## src/rtl/frac_enable_pkg.sv

```systemverilog
package frac_enable_pkg;

   // Phase register width: must hold phase + STEP before the wrap.
   function automatic int phase_width(input int modulus, input int step);
      return $clog2(modulus + step);
   endfunction

endpackage

```

## src/rtl/frac_phase_acc.sv

```systemverilog
module frac_phase_acc #(
   parameter int STEP = 1007,
   parameter int MOD  = 2000
) (
   input  logic clk,
   input  logic rst,
   input  logic run,
   output logic tick
);
   import frac_enable_pkg::*;

   localparam int PW = phase_width(MOD, STEP);
   localparam logic [PW-1:0] STEP_V = PW'(STEP);
   localparam logic [PW-1:0] MOD_V  = PW'(MOD);

   logic [PW-1:0] phase_q;
   logic [PW-1:0] sum;
   logic          wrap;

   always_comb begin
      sum  = phase_q + STEP_V;
      wrap = (sum >= MOD_V);
   end

   always_ff @(posedge clk) begin
      if (rst) begin
         phase_q <= '0;
         tick    <= 1'b0;
      end else if (run) begin
         phase_q <= wrap ? (sum - MOD_V) : sum;
         tick    <= wrap;
      end else begin
         tick    <= 1'b0;
      end
   end

   assert_phase_in_range_R1: assert property (@(posedge clk) disable iff (rst)
      phase_q < MOD_V);

   assert_reset_clears_R4: assert property (@(posedge clk)
      rst |=> (phase_q == '0) && !tick);

   assert_idle_holds_R5: assert property (@(posedge clk) disable iff (rst)
      !run |=> $stable(phase_q) && !tick);

endmodule

```

## src/rtl/frac_full_rate.sv

```systemverilog
module frac_full_rate (
   input  logic clk,
   input  logic rst,
   input  logic run,
   output logic tick
);
   always_ff @(posedge clk) begin
      if (rst) tick <= 1'b0;
      else     tick <= run;
   end

   assert_every_cycle_R6: assert property (@(posedge clk) disable iff (rst)
      run |=> tick);

endmodule

```

## src/rtl/frac_toggle_obs.sv

```systemverilog
module frac_toggle_obs (
   input  logic clk,
   input  logic rst,
   input  logic tick_d,
   input  logic tick_q,
   output logic tog
);
   always_ff @(posedge clk) begin
      if (rst)         tog <= 1'b0;
      else if (tick_d) tog <= ~tog;
   end

   assert_toggle_follows_R7: assert property (@(posedge clk) disable iff (rst)
      !$past(rst) |-> (tick_q == (tog != $past(tog))));

endmodule

```

## src/rtl/frac_enable_gen.sv

```systemverilog
module frac_enable_gen #(
   parameter int STEP = 1007,
   parameter int MOD  = 2000
) (
   input  logic clk,
   input  logic rst,
   input  logic run,
   output logic tick,
   output logic tick_toggle
);
   localparam bit FULL_RATE = (STEP == MOD);

   initial begin
      if (STEP <= 0 || STEP > MOD)
         $error("frac_enable_gen: need 0 < STEP <= MOD");
   end

   logic tick_q;
   logic tick_d;

   generate
      if (FULL_RATE) begin : g_full
         frac_full_rate u_core (
            .clk  (clk),
            .rst  (rst),
            .run  (run),
            .tick (tick_q)
         );
         assign tick_d = run;
      end else begin : g_frac
         frac_phase_acc #(.STEP(STEP), .MOD(MOD)) u_core (
            .clk  (clk),
            .rst  (rst),
            .run  (run),
            .tick (tick_q)
         );
         // Next-edge tick value, recomputed here for the toggle stage.
         logic [frac_enable_pkg::phase_width(MOD, STEP)-1:0] ph_mirror;
         always_ff @(posedge clk) begin
            if (rst)      ph_mirror <= '0;
            else if (run) ph_mirror <= (ph_mirror + STEP >= MOD) ?
                                       ph_mirror + STEP - MOD : ph_mirror + STEP;
         end
         assign tick_d = run && ((ph_mirror + STEP) >= MOD);
      end
   endgenerate

   frac_toggle_obs u_obs (
      .clk    (clk),
      .rst    (rst),
      .tick_d (tick_d),
      .tick_q (tick_q),
      .tog    (tick_toggle)
   );

   assign tick = tick_q;

   assert_no_tick_when_idle_R5: assert property (@(posedge clk) disable iff (rst)
      !run |=> !tick);

endmodule

```

## config.mk

```make
export PLATFORM = sky130hd
export DESIGN_NAME = frac_enable_gen
export DESIGN_NICKNAME = d
export VERILOG_FILES = /design/src/rtl/frac_enable_pkg.sv /design/src/rtl/frac_phase_acc.sv /design/src/rtl/frac_full_rate.sv /design/src/rtl/frac_toggle_obs.sv /design/src/rtl/frac_enable_gen.sv
export SDC_FILE = /design/constraint.sdc
export NUM_CORES = 1
export LEC_CHECK = 0
export ABC_CLOCK_PERIOD_IN_PS = 4900
export BUFFER_PORTS_ARGS = -buffer_cell sky130_fd_sc_hd__buf_2
export CORE_ASPECT_RATIO = 1.1
export CORE_MARGIN = 2
export CORE_UTILIZATION = 45
export DETAILED_ROUTE_END_ITERATION = 16
export PLACE_DENSITY = 0.69
export SKIP_LAST_GASP = 1
export SLEW_MARGIN = 20
export SYNTH_ARGS = -nofsm -noshare
export SYNTH_HDL_FRONTEND = slang
export SYNTH_HIERARCHICAL = 1
export SYNTH_SLANG_ARGS = --single-unit
```

## constraint.sdc

```tcl
create_clock -name clk -period 4.9 [get_ports clk]
set_clock_uncertainty 0.05 [all_clocks]
set_input_delay 0.98 -clock clk [delete_from_list [all_inputs] [get_ports clk]]
set_output_delay 0.98 -clock clk [all_outputs]
set_load 0.005 [all_outputs]
```

# Word level (Yosys, flattened, before mapping)
# Cells that the tools add are included.
[word_totals]
reg_bits = 26
wordCells = 16
n_memories = 0
ramBits = 0
mem_bits_ro = 0
in_bits = 3
output_inout_bits = 2
latchBits = 0
[op_classes]
n_bitwise = 2
reduce_logical = 2
div = 0
multipliers = 0
n_shift = 0
n_mux = 2
n_addsub = 4
eq_ne = 0
n_lt_le_gt_ge = 2
[ops]
columns = ["operator", "count"]
rows = [
  ["$mux 12", 2],
  ["$sub 12x11->12 const B", 2],
  ["$add 12x10->13 const B", 1],
  ["$ge 13x11->1 const B", 1],
  ["$add 12x10->12 const B", 1],
  ["$ge 12x11->1 const B", 1],
  ["$not 1->1", 2],
  ["$reduce_or 2->1", 1],
  ["$logic_and 1x1->1", 1],
]

# Logic depth before layout (Yosys ltp)
# Gate-level depths: netlist (run 1).
[logic_depth]
ltp_word = 3
mapped_depth = 15
ltp_nobuf = 12

# Modules after synthesis
# Netlist (run 1), hierarchy kept.
[by_module_without_submodules]
columns = ["mod", "seq_area_each_um2", "area_each_um2", "cells_per_inst", "instances"]
rows = [
  ["frac_enable_gen", 240.2, 1262.5, 158, 1],
  ["frac_phase_acc", 260.2, 1216.2, 158, 1],
  ["frac_toggle_obs", 20.0, 32.5, 3, 1],
]

# Worst setup path after synthesis (run 1)
# Ideal clock, no wire load.
[synth_timing]
path_kind = "flip-flop to flip-flop"
start = "register g_frac.u_core.phase_q[0]"
end = "register g_frac.u_core.phase_q[7]"
n_path_buf = 3
setup_slack_ps = 1834
arrival_ps = 2895
t_required_ps = 4729
period_less_slack_ps = 3066
stages_incl_launch_ff = 15
path_cell_list = "dfxtp_1 > buf_6 > inv_1 > ha_1 > buf_2 > or3b_1 > clkbuf_1 > xor2_1 > ha_1 > nand2_1 > o41a_1 > a21boi_0 > o22ai_1 > a211oi_2 > mux2_4"
[synth_via]
elab_chain_len = 3
[synth_rtl]
columns = ["item", "line", "text"]
rows = [
  ["start: declaration", "frac_phase_acc.sv:16", "logic [PW-1:0] phase_q;"],
  ["start signal: assignment", "frac_phase_acc.sv:30", "phase_q <= wrap ? (sum - MOD_V) : sum;"],
  ["$add 12x10->12 *", "frac_phase_acc.sv:21", "sum = phase_q + STEP_V;"],
  ["via g_frac.u_core.sum[0]", "frac_phase_acc.sv:17", "logic [PW-1:0] sum;"],
  ["$sub 12x11->12 / $ge 12x11->1 (equally long branches)", "frac_phase_acc.sv:30, frac_phase_acc.sv:22", ""],
  ["$mux 12 *", "frac_phase_acc.sv:30", ""],
]
# The timed path passes the listed nets; every way through them passes the cells marked *.
# A chain may end at the register's enable or synchronous reset.

# Worst setup path in the final report (run 1)
[layout_timing]
start = "register g_frac.ph_mirror[0] (netlist name)"
end = "register g_frac.ph_mirror[8] (netlist name)"
[layout_via]
elab_chain_len = 3
[layout_rtl]
columns = ["item", "line", "text"]
rows = [
  ["start: declaration", "frac_enable_gen.sv:38", "logic [frac_enable_pkg::phase_width(MOD, STEP)-1:0] ph_mirror;"],
  ["start signal: assignment", "frac_enable_gen.sv:41", "else if (run) ph_mirror <= (ph_mirror + STEP >= MOD) ?"],
  ["$add 12x10->13 *", "frac_enable_gen.sv:41", ""],
  ["$sub 12x11->12 / $ge 13x11->1 (equally long branches)", "frac_enable_gen.sv:42, frac_enable_gen.sv:41", ""],
  ["$mux 12 *", "frac_enable_gen.sv:41", ""],
]
# Every way passes the cells marked *; elsewhere a longest branch is shown, timed or not.

==> results of run 1 <==
[sequential cells by signal (all words and copies together), names as in the netlist]
name and flops:
g_frac.ph_mirror 12, g_frac.u_core/phase_q 12, g_frac.u_core/tick 1, u_obs/tog 1
[cell usage after synthesis (all sizes together), types with 3 or more instances]
library cell / number
o22ai: 3
nor4: 9
dfxtp: 26
a21oi: 20
or4: 5
nor4b: 3
inv: 14
nor3b: 3
nor3: 10
clkbuf: 11
nand2: 33
nor2: 33
o21ai: 12
nand3b: 3
mux2i: 3
ha: 8
xnor2: 12
nor2b: 6
mux2: 8
nand2b: 6
a31oi: 5
o31a: 3
nand3: 7
buf: 12
a211oi: 9
or2: 5
xor2: 12
[final timing paths]
check                                     startpoint              endpoint  slack, ns  cells past startpoint
worst max-delay path             g_frac.ph_mirror[0]   g_frac.ph_mirror[8]       1.59                      9
worst min-delay path            g_frac.ph_mirror[10]  g_frac.ph_mirror[10]       0.47                      2
worst max register to register   g_frac.ph_mirror[0]   g_frac.ph_mirror[8]       1.59                      9
worst min register to register  g_frac.ph_mirror[10]  g_frac.ph_mirror[10]       0.47                      2
[power by group through the flow]
stage / Clock [mW] / Combinational (mW) / Sequential [mW]
global placement: 0 / 1.13 / 0.412
CTS: 0.126 / 1.15 / 0.409
floorplan: 0 / 1.04 / 0.318
finish: 0.120 / 1.16 / 0.411
global route: 0.135 / 1.28 / 0.428
detailed placement: 0 / 1.15 / 0.414
[worst reg2reg max path, delay by kind of cell, from the launching register on]
kind            cells  cell delay [ns]
buf+inv             1             0.08
simple gates        1             0.22
compound gates      4             1.54
flops               1             0.49
fa+ha+maj           1             0.25
mux                 2             0.57
[layout make-up]
cell class                      instances  area, µm²  area share, %
Tap cell                               75      93.84          3.684
Inverter                               15      56.30          2.210
Multi-Input combinational cell        255       1815          71.27
Clock buffer                            3      41.29          1.621
Sequential cell                        26      520.5          20.43
Timing Repair Buffer                    4      20.02         0.7859
[layout by cell type, fill, tap and decap left out, types with 8 or more instances in the layout]
| cell type | count |
|---|---|
| xor2_1 | 12 |
| nor2_1 | 33 |
| a21oi_1 | 16 |
| nand2_1 | 33 |
| xnor2_1 | 11 |
| o21ai_0 | 9 |
| nor3_1 | 10 |
| dfxtp_1 | 26 |
| inv_1 | 14 |
| ha_1 | 8 |
[metrics by stage]
stage | utilization (%) | setup slack, ns | power [mW] | hold WS [ns]
global route | 47.22 | 1.382 | 1.846 | 0.5013
finish | 47.22 | 1.592 | 1.686 | 0.4682
floorplan | - | 1.834 | 1.359 | 0.4289
detailed placement | 46.45 | 1.606 | 1.560 | 0.4544
global placement | 46.45 | 1.644 | 1.540 | 0.4469
CTS | 47.22 | 1.602 | 1.687 | 0.4729
[metal layers]
| metal | share of wire [%] | routed length, µm | vias to the layer above | GRT usage (%) |
|---|---|---|---|---|
| li1 | - | - | 1122 | - |
| met1 | 46 | 2575 | 1066 | 24.36 |
| met2 | 51 | 2826 | 27 | 34.30 |
| met3 | 2.2 | 125 | 5 | 2.063 |
| met4 | 1.0 | 57 | 0 | 5.614 |
| met5 | 0 | 0 | - | 0 |
[cell families (layout without fill, tap and decap cells)]
logic type	after synthesis	in the layout	synth area share, %
AND/OR/NAND/NOR	128	128	27.85
AO/OA/AOI/OAI	84	84	26.86
buffers and inverters	38	22	6.975
flip-flops	26	26	20.73
XOR/XNOR	24	24	8.670
multiplexers	11	11	4.932
adder cells (fa/ha/maj)	8	8	3.986
==> summary.md, run 1 <==
| Metric | Value |
|---|---|
| # DRC | `0` |
| Number of global-route vias before repair | `2032` |
| CP max FO | `11` |
| Sequential share of the synthesized area | `~21%` |
| CP Cell Sequence | `inv_1 -> ha_1 -> nor3b_2 -> o211a_1 -> a2bb2oi_1 -> a21oi_2 -> a2111oi_4 -> mux2i_1 -> mux2_1` |
| Total gr overflow | `0` |
| CP delay by family, top | `compound AO/OA/AOI/OAI gates` |
| Crit path DAT | `3.42 ns` |
| Pint | `0.8251 mW` |
| Final setup viols | `0` |
| Synthesized instance count | `~320` |
| CP Data Required Time | `~5.0 ns` |
| Rows | `28` |
| Peak supply drop | `between 0.2 and 0.3 mV` |
| Worst rel slew slack | `41.91%` |
| Layout cells sized above 1 | `11.88%` |
| Via count | `2220` |
| Type of element launching the critical path | `flop` |
| Post-DRT Antenna Nets | `0` |
| Hold crit path type | `flop to flop` |
| CTS Buf Count | `3` |
| Die Span X | `75.23 µm` |
| Final setup TNS | `0 ns` |
| Final Slew Violations | `0` |
| Dpl cells | `375` |
| Area leader, netlist | `dfxtp_1` |
| NetSw | `between 0.8 and 0.9 mW` |
| Starting DRT DRC Count | `122` |
| Setup crit end kind | `flop` |
| Final Cycle Share | `67.50%` |
| Syn nets | `330` |
| Total core area | `5395 µm²` |
| Yosys cell types | `73` |
| Clock power frac | `7.1%` |
| Top cell type's share of synthesized area | `20.73%` |
| CTS resizes | `0` |
| Post-CTS Setup Bufs | `0` |
| Ports | `5` |
| Clk slew on worst S/H paths | `0.09 ns` |
| CP max stage delay | `0.71 ns` |
| Latest clock arrival within the worst-skew pair | `0.26 ns` |
| Area contributors post-synth | `dfxtp_1 (21%), nand2_1 (4.9%), nor2_1 (4.9%)` |
| CTS tree | `done` |
| Status | `complete, no violations` |
| Overall Global Routing Usage | `19.27%` |
| Fmax | `302.3 MHz` |
| Post-synthesis register bit count | `26` |
| Final-layout fill cell count | `approximately 580` |
| Least-Margin Pin Slew | `roughly 0.87 ns` |
| Post-CTS Hold Buffers | `0` |
| Clock Tree Buf Depth | `2` |
| # diodes | `0` |
| Pre-antenna DRT Iters | `4` |
| Vias per cell | `5.873` |
| Layout Cells excl Fill | `378` |
| Port Buffers | `4` |
| Number of enable flip-flop cells after synthesis | `0` |
| WL per Instance | `around 15 µm` |
| Detailed placement HPWL | `4093 µm` |
| Die H | `82.35 µm` |
| Final hold viol count | `0` |
| Htree depth | `1` |
| CTS root buf | `clkbuf_8` |
| Synthesis-to-layout area growth | `1.445%` |
| RSZ-0062 raised after global routing | `false` |
| Comb power frac | `~69%` |
| Initial antenna violation count | `0` |
| Switch share | `slightly above 50%` |
| Critical path class | `flop to flop` |
| Initial Util | `between 40 and 50%` |
| Mapped Area | `2511 µm²` |
| Slowest cell on the critical path | `a2bb2oi_1` |
| Avg Cell Area, Syn | `7.872 µm²` |
| Final nets | `316` |
| Design area | `around 2500 µm²` |
| LEAKAGE | `between 0.9 and 1 nW` |
| Critical path buffers and inverters | `1` |
| Max_cap viols | `0` |
| YS warnings | `6` |
| Min Tclk post-route | `3.308 ns` |
| DP Area | `2506 µm²` |
| Final Wtd Congestion | `0.8762` |
| Sequential power share | `24.4%` |
| Power density over cell area | `662.0 nW/µm²` |
| Sink Count | `26` |
| Final wirelength | `5585 µm` |
| Largest net degree at the start of global routing | `34` |
| Die area | `around 6200 µm²` |
| Main synth FF type | `dfxtp_1` |
| First-pass GRT wire length | `9432 µm` |
| Asr flop ratio synth | `0%` |
Note: power is estimated with default switching activity, not from simulation.
==> run 2, diff against run 1 <==
--- a/config.mk
+++ b/config.mk
@@ -5,13 +5,13 @@
 export SDC_FILE = /design/constraint.sdc
 export NUM_CORES = 1
 export LEC_CHECK = 0
-export ABC_CLOCK_PERIOD_IN_PS = 4900
+export ABC_CLOCK_PERIOD_IN_PS = 2830
 export BUFFER_PORTS_ARGS = -buffer_cell sky130_fd_sc_hd__buf_2
 export CORE_ASPECT_RATIO = 1.1
 export CORE_MARGIN = 2
 export CORE_UTILIZATION = 45
 export DETAILED_ROUTE_END_ITERATION = 16
-export PLACE_DENSITY = 0.69
+export PLACE_DENSITY = 0.72
 export SKIP_LAST_GASP = 1
 export SLEW_MARGIN = 20
 export SYNTH_ARGS = -nofsm -noshare
==> constraint.sdc (replaced) <==
create_clock -name clk -period 2.83 [get_ports clk]
set_clock_uncertainty 0.05 [all_clocks]
set_input_delay 0.566 -clock clk [delete_from_list [all_inputs] [get_ports clk]]
set_output_delay 0.566 -clock clk [all_outputs]
set_load 0.005 [all_outputs]
==> summary.md, run 2 (synthesis gave the netlist of run 1 again) <==
| Metric | Value |
|---|---|
| Status | `complete, no violations` |
| # diodes | `0` |
| Critical path class | `flop to flop` |
| Least-Margin Pin Slew | `0.4335 ns` |
| Max_cap viols | `0` |
| Final Cycle Share | `99.22%` |
| Largest net degree at the start of global routing | `23` |
| CP max FO | `5` |
| Die H | `82.35 µm` |
| Design area | `around 3000 µm²` |
| Total chip power | `3.609 mW` |
| Final hold viol count | `0` |
| Ports | `5` |
| Setup crit end kind | `flop` |
| Final nets | `~360` |
| Rows | `28` |
| Power density over cell area | `between 1000 and 1500 nW/µm²` |
| Total gr overflow | `0` |
| Clk slew on worst S/H paths | `0.10 ns` |
| Commonest non-fill, non-tap cells in the layout | `buf_4 (38), nand2_1 (31), nor2_1 (31)` |
| Dpl ws | `0.03715 ns` |
| R2r worst-path depth | `11` |
| Final Slew Violations | `0` |
| Post-DRT Antenna Nets | `0` |
| WL per Instance | `approximately 15 µm` |
| Hold depth | `2` |
| Register area | `524.3 µm²` |
| Final Wtd Congestion | `0.8920` |
| Final wirelength | `approximately 6500 µm` |
| Via count | `between 2000 and 2500` |
| Detailed placement HPWL | `between 4000 and 5000 µm` |
| CTS Buf Count | `3` |
| Most common cell after layout, fill and taps aside | `buf_4` |
| Initial Util | `46.54%` |
| Port Buffers | `4` |
| Worst rel slew slack | `between 70 and 80%` |
| Type of element launching the critical path | `flop` |
| Hold crit path type | `flop to flop` |
| Clock Tree Buf Depth | `2` |
| Final-layout fill cell count | `between 400 and 500` |
| Pre-antenna DRT Iters | `4` |
| Peak supply drop | `roughly 0.67 mV` |
| Starting DRT DRC Count | `134` |
| # DRC | `0` |
| Die area | `roughly 6200 µm²` |
| First-pass GRT wire length | `10420 µm` |
| Initial antenna violation count | `0` |
| Die Span X | `between 70 and 80 µm` |
| Vias per cell | `5.821` |
| Crit path DAT | `approximately 2.9 ns` |
| Min Tclk post-route | `2.808 ns` |
| CTS root buf | `clkbuf_8` |
| Layout cells sized above 1 | `29.65%` |
| Latest clock arrival within the worst-skew pair | `0.28 ns` |
| DP Area | `2785 µm²` |
| Number of global-route vias before repair | `2308` |
| Biggest regs | `g_frac.ph_mirror (12), g_frac.u_core/phase_q (12)` |
| RSZ-0062 raised after global routing | `true` |
| Final setup margin | `0.02208 ns` |
| Synthesis-to-layout area growth | `20.33%` |
| LEAKAGE | `between 1 and 1.5 nW` |
| Total core area | `5395 µm²` |
| Final setup viols | `0` |
| Fmax | `356.1 MHz` |
| CP Data Required Time | `around 3.0 ns` |
| Sink Count | `26` |
| Multi-input gate area | `1964 µm²` |
| Htree depth | `1` |
| CTS tree | `done` |
| Overall Global Routing Usage | `21.46%` |
-- run 2: cell count changes in the layout (fill, tap and decap cells not counted), sizes merged --
cell	before	now
buf	4	44
clkbuf	3	4
-- run 2: worst paths after layout --
path / startpoint / end / slack [ns]
worst min-delay path: u_obs/tog / u_obs/tog / 0.50
worst max register to register: g_frac.u_core/phase_q[1] / g_frac.u_core/phase_q[7] / 0.02
worst max-delay path: g_frac.u_core/phase_q[1] / g_frac.u_core/phase_q[7] / 0.02
worst min register to register: u_obs/tog / u_obs/tog / 0.50
-- run 2: cell type report --
class                   instances  share of cell area, %
clock buffers                   4                  1.822
repair buffers                 44                  10.85
well taps                      75                  3.106
flip-flops and latches         26                  17.35
multi-input cells             255                  65.01
inverters                      15                  1.863
-- run 2: power by group --
part,switching [mW],internal (mW)
Sequential,0.138,0.470
Combinational,1.47,1.28
Clock,0.128,0.125
Total,1.73,1.88
-- run 2: repair_timing --
action,in CTS,in global routing
resized for setup,0,30
hold buffers,0,0
endpoints found under the setup margin,0,13
buffers inserted,0,5
-- run 2: layer usage --
| layer | routed length [µm] | vias up | global-route usage (%) |
|---|---|---|---|
| met5 | 0 | - | 0 |
| met3 | 199 | 20 | 2.791 |
| met1 | 2771 | 1161 | 25.71 |
| met2 | 3329 | 55 | 38.42 |
| li1 | - | 1203 | - |
| met4 | 182 | 0 | 8.421 |
-- run 2: critical path, cell delays in order, from the launching register on --
cell,delay [ns]
dfxtp_2,0.34
buf_6,0.11
o41a_1,0.47
xor2_2,0.21
ha_2,0.20
nand2_2,0.06
o31a_1,0.23
o41a_1,0.18
a21boi_1,0.18
o22ai_1,0.10
a211oi_2,0.26
mux2_4,0.32
-- run 2: metrics by stage --
step                hold slack [ns]  utilization [%]  setup TNS, ns  instances
global placement             0.4521            51.62              0        410
global route                 0.5356            56.01        -0.2873        419
floorplan                    0.4289                -        -0.1037        319
CTS                          0.4713            52.64              0        414
detailed placement           0.4558            51.62              0        410
finish                       0.4993            56.01              0        419
==> run 3, diff against run 2 <==
--- a/config.mk
+++ b/config.mk
@@ -9,9 +9,11 @@
 export BUFFER_PORTS_ARGS = -buffer_cell sky130_fd_sc_hd__buf_2
 export CORE_ASPECT_RATIO = 1.1
 export CORE_MARGIN = 2
-export CORE_UTILIZATION = 45
+export CORE_UTILIZATION = 57
 export DETAILED_ROUTE_END_ITERATION = 16
-export PLACE_DENSITY = 0.72
+export GPL_TIMING_DRIVEN = 0
+export PLACE_DENSITY = 0.85
+export REMOVE_ABC_BUFFERS = 1
 export SKIP_LAST_GASP = 1
 export SLEW_MARGIN = 20
 export SYNTH_ARGS = -nofsm -noshare
==> summary.md, run 3 (synthesis gave the netlist of run 1 again) <==
| Metric | Value |
|---|---|
| CTS root buf | `clkbuf_8` |
| DP Area | `~2500 µm²` |
| CP delay by family, top | `simple AND/OR/NAND/NOR gates` |
| Final wirelength | `6097 µm` |
| Design area | `around 2800 µm²` |
| Largest net degree at the start of global routing | `34` |
| Critical path buffers and inverters | `2` |
| CTS tree | `done` |
| Biggest regs | `g_frac.ph_mirror (12), g_frac.u_core/phase_q (12)` |
| Port Buffers | `4` |
| Status | `complete, but fails checks` |
| Final nets | `between 300 and 400` |
| Total gr overflow | `0` |
| Clock Tree Buf Depth | `2` |
| LEAKAGE | `1.065 nW` |
| Rows | `25` |
| Worst rel slew slack | `53.10%` |
| RSZ-0062 raised after global routing | `true` |
| # DRC | `0` |
| Final hold viol count | `0` |
| Max Used Layer | `met4` |
| Crit path DAT | `3.02 ns` |
| Initial Util | `59.03%` |
| Violated checks | `setup timing` |
| CTS Buf Count | `3` |
| Starting DRT DRC Count | `236` |
| Detailed placement HPWL | `3807 µm` |
| Vias per cell | `6.374` |
| Via count | `2384` |
| Clk slew on worst S/H paths | `roughly 0.09 ns` |
| Ports | `5` |
| Type of element launching the critical path | `flop` |
| Hold crit path type | `flop to flop` |
| Final setup margin | `-0.03663 ns` |
| Number of global-route vias before repair | `2192` |
| Final setup viols | `2` |
| CP Cell Sequence | `inv_4 -> ha_4 -> or3b_4 -> xor2_2 -> ha_2 -> nand2_2 -> o31a_1 -> o41a_1 -> buf_6 -> or4_4 -> nand2_2 -> nand3_2 -> a21oi_1` |
| Most used cell along the critical path | `nand2_2` |
| Setup crit end kind | `flop` |
| Die H | `73.62 µm` |
| # diodes | `0` |
| First-pass GRT wire length | `9570 µm` |
| Final setup TNS | `-0.05248 ns` |
| Met3 Wirelength | `approximately 220 µm` |
| Min Tclk post-route | `roughly 2.9 ns` |
| Layout Cells excl Fill | `374` |
| Most common cell after layout, fill and taps aside | `nor2_1` |
| Final Util | `between 60% and 70%` |
| Layout cells sized above 1 | `27.50%` |
| Initial antenna violation count | `0` |
| Die area | `4953 µm²` |
| Final Wtd Congestion | `0.9242` |
| Post-DRT Antenna Nets | `0` |
| Overall Global Routing Usage | `24.33%` |
| WL per Instance | `16.30 µm` |
| Total chip power | `3.358 mW` |
| Final Cycle Share | `101.3%` |
| Final Slew Violations | `0` |
| Synthesis-to-layout area growth | `13.10%` |
| Pre-antenna DRT Iters | `5` |
| Least-Margin Pin Slew | `0.7026 ns` |
| Power density over cell area | `~1200 nW/µm²` |
| Met2 wire len | `3151 µm` |
| CP max stage delay | `0.47 ns` |
| Fmax | `between 300 and 400 MHz` |
| Max_cap viols | `0` |
| Die Span X | `slightly below 70 µm` |
| Sink Count | `26` |
| CP max FO | `4` |
| Commonest non-fill, non-tap cells in the layout | `nor2_1 (32), nand2_1 (31), dfxtp_1 (18)` |
| Peak supply drop | `approximately 0.6 mV` |
| Slowest cell on the critical path | `or4_4` |
| CP Data Required Time | `roughly 3 ns` |
| Critical path class | `flop to flop` |
| Htree depth | `1` |
| Latest clock arrival within the worst-skew pair | `roughly 0.27 ns` |
| Dpl cells | `about 350` |
| WL met1 | `2658 µm` |
| Total core area | `4254 µm²` |
-- run 3: cell count changes in the layout (fill, tap and decap cells not counted), sizes merged --
| cell | delta |
|---|---|
| clkbuf | -1 |
| buf | -23 |
-- run 3: what timing repair did --
action                                  in CTS  in global routing
hold buffers                                 0                  0
setup buffers                               11                  6
resized for setup                           29                 23
endpoints found under the setup margin      15                 11
pin swaps                                    8                  6
-- run 3: power by group --
group / leakage [nW] / internal [mW] / switching, mW
logic: 0.825 / 1.11 / 1.30
clock network: 0.0216 / 0.0956 / 0.119
registers: 0.218 / 0.473 / 0.267
total: 1.06 / 1.67 / 1.68
-- run 3: area by class of cell --
class / instances / area, µm²
Fill cell: 351 / 1414
Tap cell: 54 / 67.56
Timing Repair Buffer: 21 / 151.4
Clock buffer: 3 / 41.29
Sequential cell: 26 / 538.0
Multi-Input combinational cell: 255 / 1983
Inverter: 15 / 58.81
-- run 3: per-layer routing --
layer	GRT usage, %	up-vias
li1	-	1156
met5	0	-
met2	43.23	73
met3	2.297	10
met4	8.617	0
met1	30.23	1145
-- run 3: worst min-delay path: stages, from the launching register on --
cell and delay, ns:
dfxtp_1 0.35, xnor2_1 0.07, nor2_1 0.08
-- run 3: path summary, 6_finish.rpt --
path,startpoint,to,slack (ns),cells past startpoint
max,g_frac.u_core/phase_q[1],g_frac.u_core/phase_q[11],-0.04,13
min,u_obs/tog,u_obs/tog,0.48,2
max reg2reg,g_frac.u_core/phase_q[1],g_frac.u_core/phase_q[11],-0.04,13
min reg2reg,u_obs/tog,u_obs/tog,0.48,2
-- run 3: metrics by stage --
| stage | setup WS, ns | hold slack [ns] |
|---|---|---|
| 6_report | -0.03663 | 0.4803 |
| 5_1_grt | -0.1494 | 0.4992 |
| 4_1_cts | -0.001465 | 0.4811 |
| 3_5_place_dp | -0.5198 | 0.4571 |
| 3_3_place_gp | -0.4726 | 0.4441 |
| 2_1_floorplan | -0.1456 | 0.4210 |
